**src/rtl/sinc5_decimator.sv**
```systemverilog
module sinc5_decimator #(
  parameter int CLK_DIV = 6,
  parameter int RATIO   = 64,
  parameter int ORDER   = 5,
  parameter int OUT_W   = 24,
  parameter int SETTLE  = 5
) (
  input  logic             clk,
  input  logic             rst_n,
  input  logic             restart,
  input  logic             mod_bit,
  output logic [OUT_W-1:0] result,
  output logic             result_valid,
  output logic             settled
);

  localparam int DIV_W = $clog2(CLK_DIV);
  localparam int DEC_W = $clog2(RATIO);
  localparam int SET_W = $clog2(SETTLE + 1);
  localparam int ACC_W = ORDER * DEC_W + 2;
  localparam int SHIFT = ACC_W - 1 - OUT_W;
  localparam logic signed [ACC_W-1:0] SAT_HI = {{(ACC_W-OUT_W+1){1'b0}}, {(OUT_W-1){1'b1}}};
  localparam logic signed [ACC_W-1:0] SAT_LO = {{(ACC_W-OUT_W+1){1'b1}}, {(OUT_W-1){1'b0}}};

  logic [DIV_W-1:0] div_q;
  logic [DEC_W-1:0] dec_q;
  logic [SET_W-1:0] res_cnt;
  logic             smp_en, dump;

  logic signed [ACC_W-1:0] integ     [ORDER];
  logic signed [ACC_W-1:0] integ_nxt [ORDER];
  logic signed [ACC_W-1:0] dly       [ORDER];
  logic signed [ACC_W-1:0] comb_out  [ORDER];
  logic signed [ACC_W-1:0] scaled;
  logic        [OUT_W-1:0] sat_val;

  assign smp_en  = (div_q == DIV_W'(CLK_DIV - 1));
  assign dump    = smp_en && (dec_q == DEC_W'(RATIO - 1));
  assign settled = (res_cnt == SET_W'(SETTLE));

  always_comb begin
    integ_nxt[0] = integ[0] + {{(ACC_W-1){~mod_bit}}, 1'b1};
    for (int k = 1; k < ORDER; k++)
      integ_nxt[k] = integ[k] + integ_nxt[k-1];
    comb_out[0] = integ_nxt[ORDER-1] - dly[0];
    for (int k = 1; k < ORDER; k++)
      comb_out[k] = comb_out[k-1] - dly[k];
  end

  assign scaled = comb_out[ORDER-1] >>> SHIFT;

  always_comb begin
    if (scaled > SAT_HI)      sat_val = SAT_HI[OUT_W-1:0];
    else if (scaled < SAT_LO) sat_val = SAT_LO[OUT_W-1:0];
    else                      sat_val = scaled[OUT_W-1:0];
  end

  always_ff @(posedge clk or negedge rst_n) begin
    if (!rst_n) begin
      div_q        <= '0;
      dec_q        <= '0;
      res_cnt      <= '0;
      result       <= '0;
      result_valid <= 1'b0;
      for (int k = 0; k < ORDER; k++) begin
        integ[k] <= '0;
        dly[k]   <= '0;
      end
    end else if (restart) begin
      div_q        <= '0;
      dec_q        <= '0;
      res_cnt      <= '0;
      result       <= '0;
      result_valid <= 1'b0;
      for (int k = 0; k < ORDER; k++) begin
        integ[k] <= '0;
        dly[k]   <= '0;
      end
    end else begin
      div_q        <= smp_en ? '0 : div_q + 1'b1;
      result_valid <= dump;
      if (smp_en) begin
        dec_q <= dec_q + 1'b1;
        for (int k = 0; k < ORDER; k++)
          integ[k] <= integ_nxt[k];
      end
      if (dump) begin
        result <= sat_val;
        dly[0] <= integ_nxt[ORDER-1];
        for (int k = 1; k < ORDER; k++)
          dly[k] <= comb_out[k-1];
        if (!settled)
          res_cnt <= res_cnt + 1'b1;
      end
    end
  end

endmodule

```
**config.mk**
```make
export PLATFORM = sky130hd
export DESIGN_NAME = sinc5_decimator
export DESIGN_NICKNAME = d
export VERILOG_FILES = /design/src/rtl/sinc5_decimator.sv
export SDC_FILE = /design/constraint.sdc
export NUM_CORES = 1
export LEC_CHECK = 0
export ABC_AREA = 1
export BUFFER_PORTS_ARGS = -buffer_cell sky130_fd_sc_hd__buf_4
export CAP_MARGIN = 20
export CORE_MARGIN = 8
export CORE_UTILIZATION = 45
export CTS_CLUSTER_SIZE = 28
export DETAILED_ROUTE_END_ITERATION = 8
export GPL_TIMING_DRIVEN = 1
export RECOVER_POWER = 100
export SETUP_SLACK_MARGIN = 0.15
export SYNTH_ARGS = -nofsm -noshare
export SYNTH_HDL_FRONTEND = slang
export SYNTH_SLANG_ARGS = --single-unit
```
**constraint.sdc**
```tcl
create_clock -name clk -period 22.7 [get_ports clk]
set_input_delay 5.675 -clock clk [delete_from_list [all_inputs] [get_ports clk]]
set_output_delay 5.675 -clock clk [all_outputs]
set_load 0.1 [all_outputs]
```
==> flow_summary_export.csv <==
group,metric,value,unit
drt,num_vias,21893,
worst_setup_path,end_kind,"flip-flop",
worst_setup_path,critPathKind,"in -> reg",
placement,io_buffers,29,
worst_setup_path,slowest_stage,"clkbuf_1",
clocking,post-cts-setup-buffers,0,
yosys,synth_cell_types,57,
worst_setup_path,critPathRequiredTime,23.16,ns
yosys,synth_area,27340,sq um
floorplan,die-area,68890,sq um
final_layout,syn_to_final_growth,8.207,%
final_layout,layout_common_cells,"nand2_1 (615), inv_1 (529), dfrtp_1 (357)",
clocking,cts_buffers,45,
timing,hold_viol,0,
floorplan,die_h,262.5,um
run,drv_cap,9,
floorplan,core-area,60250,sq um
floorplan,start_util,45.37,%
yosys,syn-num-nets,3750,
drt,drt-total-wl,60390,um
drt,viasPerCell,5.172,
timing,tns,0,ns
timing,clock.fmax,50.11,MHz
timing,setup_viol,0,
final_layout,layout_commonest_cell,"nand2_1",
global_route,grtUsageTotal,17.19,%
drt,drc,0,
global_route,grt_max_degree,111,
timing,fin_worst_skew,0.02724,ns
timing,tightest_slew,6.306,ns
clocking,ctsResizeCount,0,
floorplan,fp.dieW,262.5,um
status,violations,"max-capacitance violations, max-slew violations",
final_layout,layout.nets,3759,
worst_setup_path,cp_common_cell,"ha_1",
clocking,cts_max_path_buffers,3,
drt,wire_per_inst,14.27,um
drt,drt_iter0_markers,1331,
min_path,hp-class,"reg -> reg",
yosys,syn-instance-count,3412,
drt,ant_nets,0,
floorplan,ioPinCount,30,
global_route,grt_antenna_before_repair,0,
final_layout,drive_gt1_share,3.332,%
placement,gp_congestion,0.8337,
clocking,clk_latency,0.57,ns
yosys,ys_seq_area_share,32.68,%
worst_setup_path,critPathMaxFanout,23,
yosys,avgSynthCellArea,8.012,sq um
clocking,numClockSinks,357,
clocking,cts_tree,"done",
drt,dr.pass1.iters,5,
clocking,hold_buffers,0,
timing,rsz0062_at_grt,"no",
global_route,grt_overflow,0,
placement,dp_hpwl,43450,um
yosys,synth_seq_cells,357,
global_route,grt_pass1_vias,21197,
worst_setup_path,cp-start-kind,"input port",
timing,drv_slew,582,
timing,relSlewSlack,-320.4,%
worst_setup_path,cp_slowest_stage_delay,0.96,ns
timing,fin_crit_sh,87.90,%
final_layout,fillCellCount,5964,
final_layout,n_antenna_cell,0,
timing,post-route-min-period,19.95,ns
status,outcome,"complete, but fails checks",
floorplan,rows,90,
yosys,synth_ff_type,"dfrtp_1",
yosys,synthArstFlopShare,100.0,%
yosys,synth_edf_count,0,
global_route,grt_first_pass_wirelength,103900,um
yosys,ys_warn_count,0,
clocking,ctsHtreeMaxLevel,2,
clocking,root_buffer,"clkbuf_16",
clocking,clk_pin_slew,0.06,ns
worst_setup_path,cp.arrival,20.42,ns
==> layout make-up <==
class,count,area [sq um],area share (%)
inverters,533,2001,6.764
repair buffers,42,176.4,0.5964
clock inverters,10,186.4,0.6303
multi-input cells,2442,15960,53.97
well taps,782,978.4,3.308
clock buffers,67,1340,4.530
flip-flops and latches,357,8934,30.20
==> worst paths after layout <==
path / startpoint / end / slack [ns] / cells after the start
worst max-delay path: mod_bit / result[4] / 2.75 / 64
worst min-delay path: result[1] / result[1] / 0.48 / 2
worst max register to register: integ[128] / result[4] / 8.40 / 65
worst min register to register: result[1] / result[1] / 0.48 / 2
max in group asynchronous: rst_n / dly[128] / 4.50 / 4
min in group asynchronous: rst_n / dly[124] / 7.39 / 1
==> worst max-delay path: cells and delay by family <==
kind	cells	cell delay, ns
adders and majority gates	10	3.54
and+or+nand+nor	11	1.90
buffers and inverters	9	1.84
xor gates and xnor gates	10	2.05
AOI/OAI and AO/OA	24	5.39
==> sequential cells by signal (all words and copies together), names as in the netlist <==
name	count
dec_q	6
div_q	3
dly	160
integ	160
res_cnt	3
result	24
result_valid	1
==> per-stage QoR <==
stage | instances | hold WS [ns] | util, % | area (sq um) | worst slack [ns]
after floorplan | 3412 | 0.4529 | - | 27340 | 5.231
final | 4233 | 0.4828 | 49.10 | 29580 | 2.746
after global routing | 4233 | 0.5051 | 49.10 | 29580 | 1.301
after CTS | 4233 | 0.4867 | 49.60 | 29880 | 3.641
after global placement | 4155 | 0.4671 | 47.02 | 28330 | 2.484
after detailed placement | 4156 | 0.4735 | 47.07 | 28360 | 3.102
==> cell families after synthesis <==
| logic type | Yosys count | synth area share (%) |
|---|---|---|
| adders and majority gates | 334 | 15.53 |
| buffers and inverters | 613 | 8.532 |
| and+or+nand+nor | 916 | 14.44 |
| AOI/OAI and AO/OA | 904 | 19.59 |
| DFF | 357 | 32.68 |
| xor gates and xnor gates | 288 | 9.227 |
==> cell usage after synthesis, drive strengths merged, types with 29 or more instances <==
cell	number	area share, %
xnor2	87	2.8
o22ai	72	1.6
o21bai	30	0.82
xor2	201	6.4
ha	325	15
a21boi	29	0.81
a22o	87	2.8
a21oi	318	5.9
nand3	138	3.1
nand2	627	8.7
inv	533	7.3
o21ai	288	5.4
dfrtp	357	33
clkbuf	58	0.80
nor2	83	1.1
==> layer usage <==
metal,GRT usage (%),routed length (um),vias to the layer above
met5,0,0,-
met4,3.637,968,0
met1,24.99,31790,10118
met3,1.908,1633,54
li1,-,-,11481
met2,27.36,26000,240
Power is left out: the tool's default activity adds up to more than one toggle a clock period on the data nets, which glitch-free logic cannot reach.
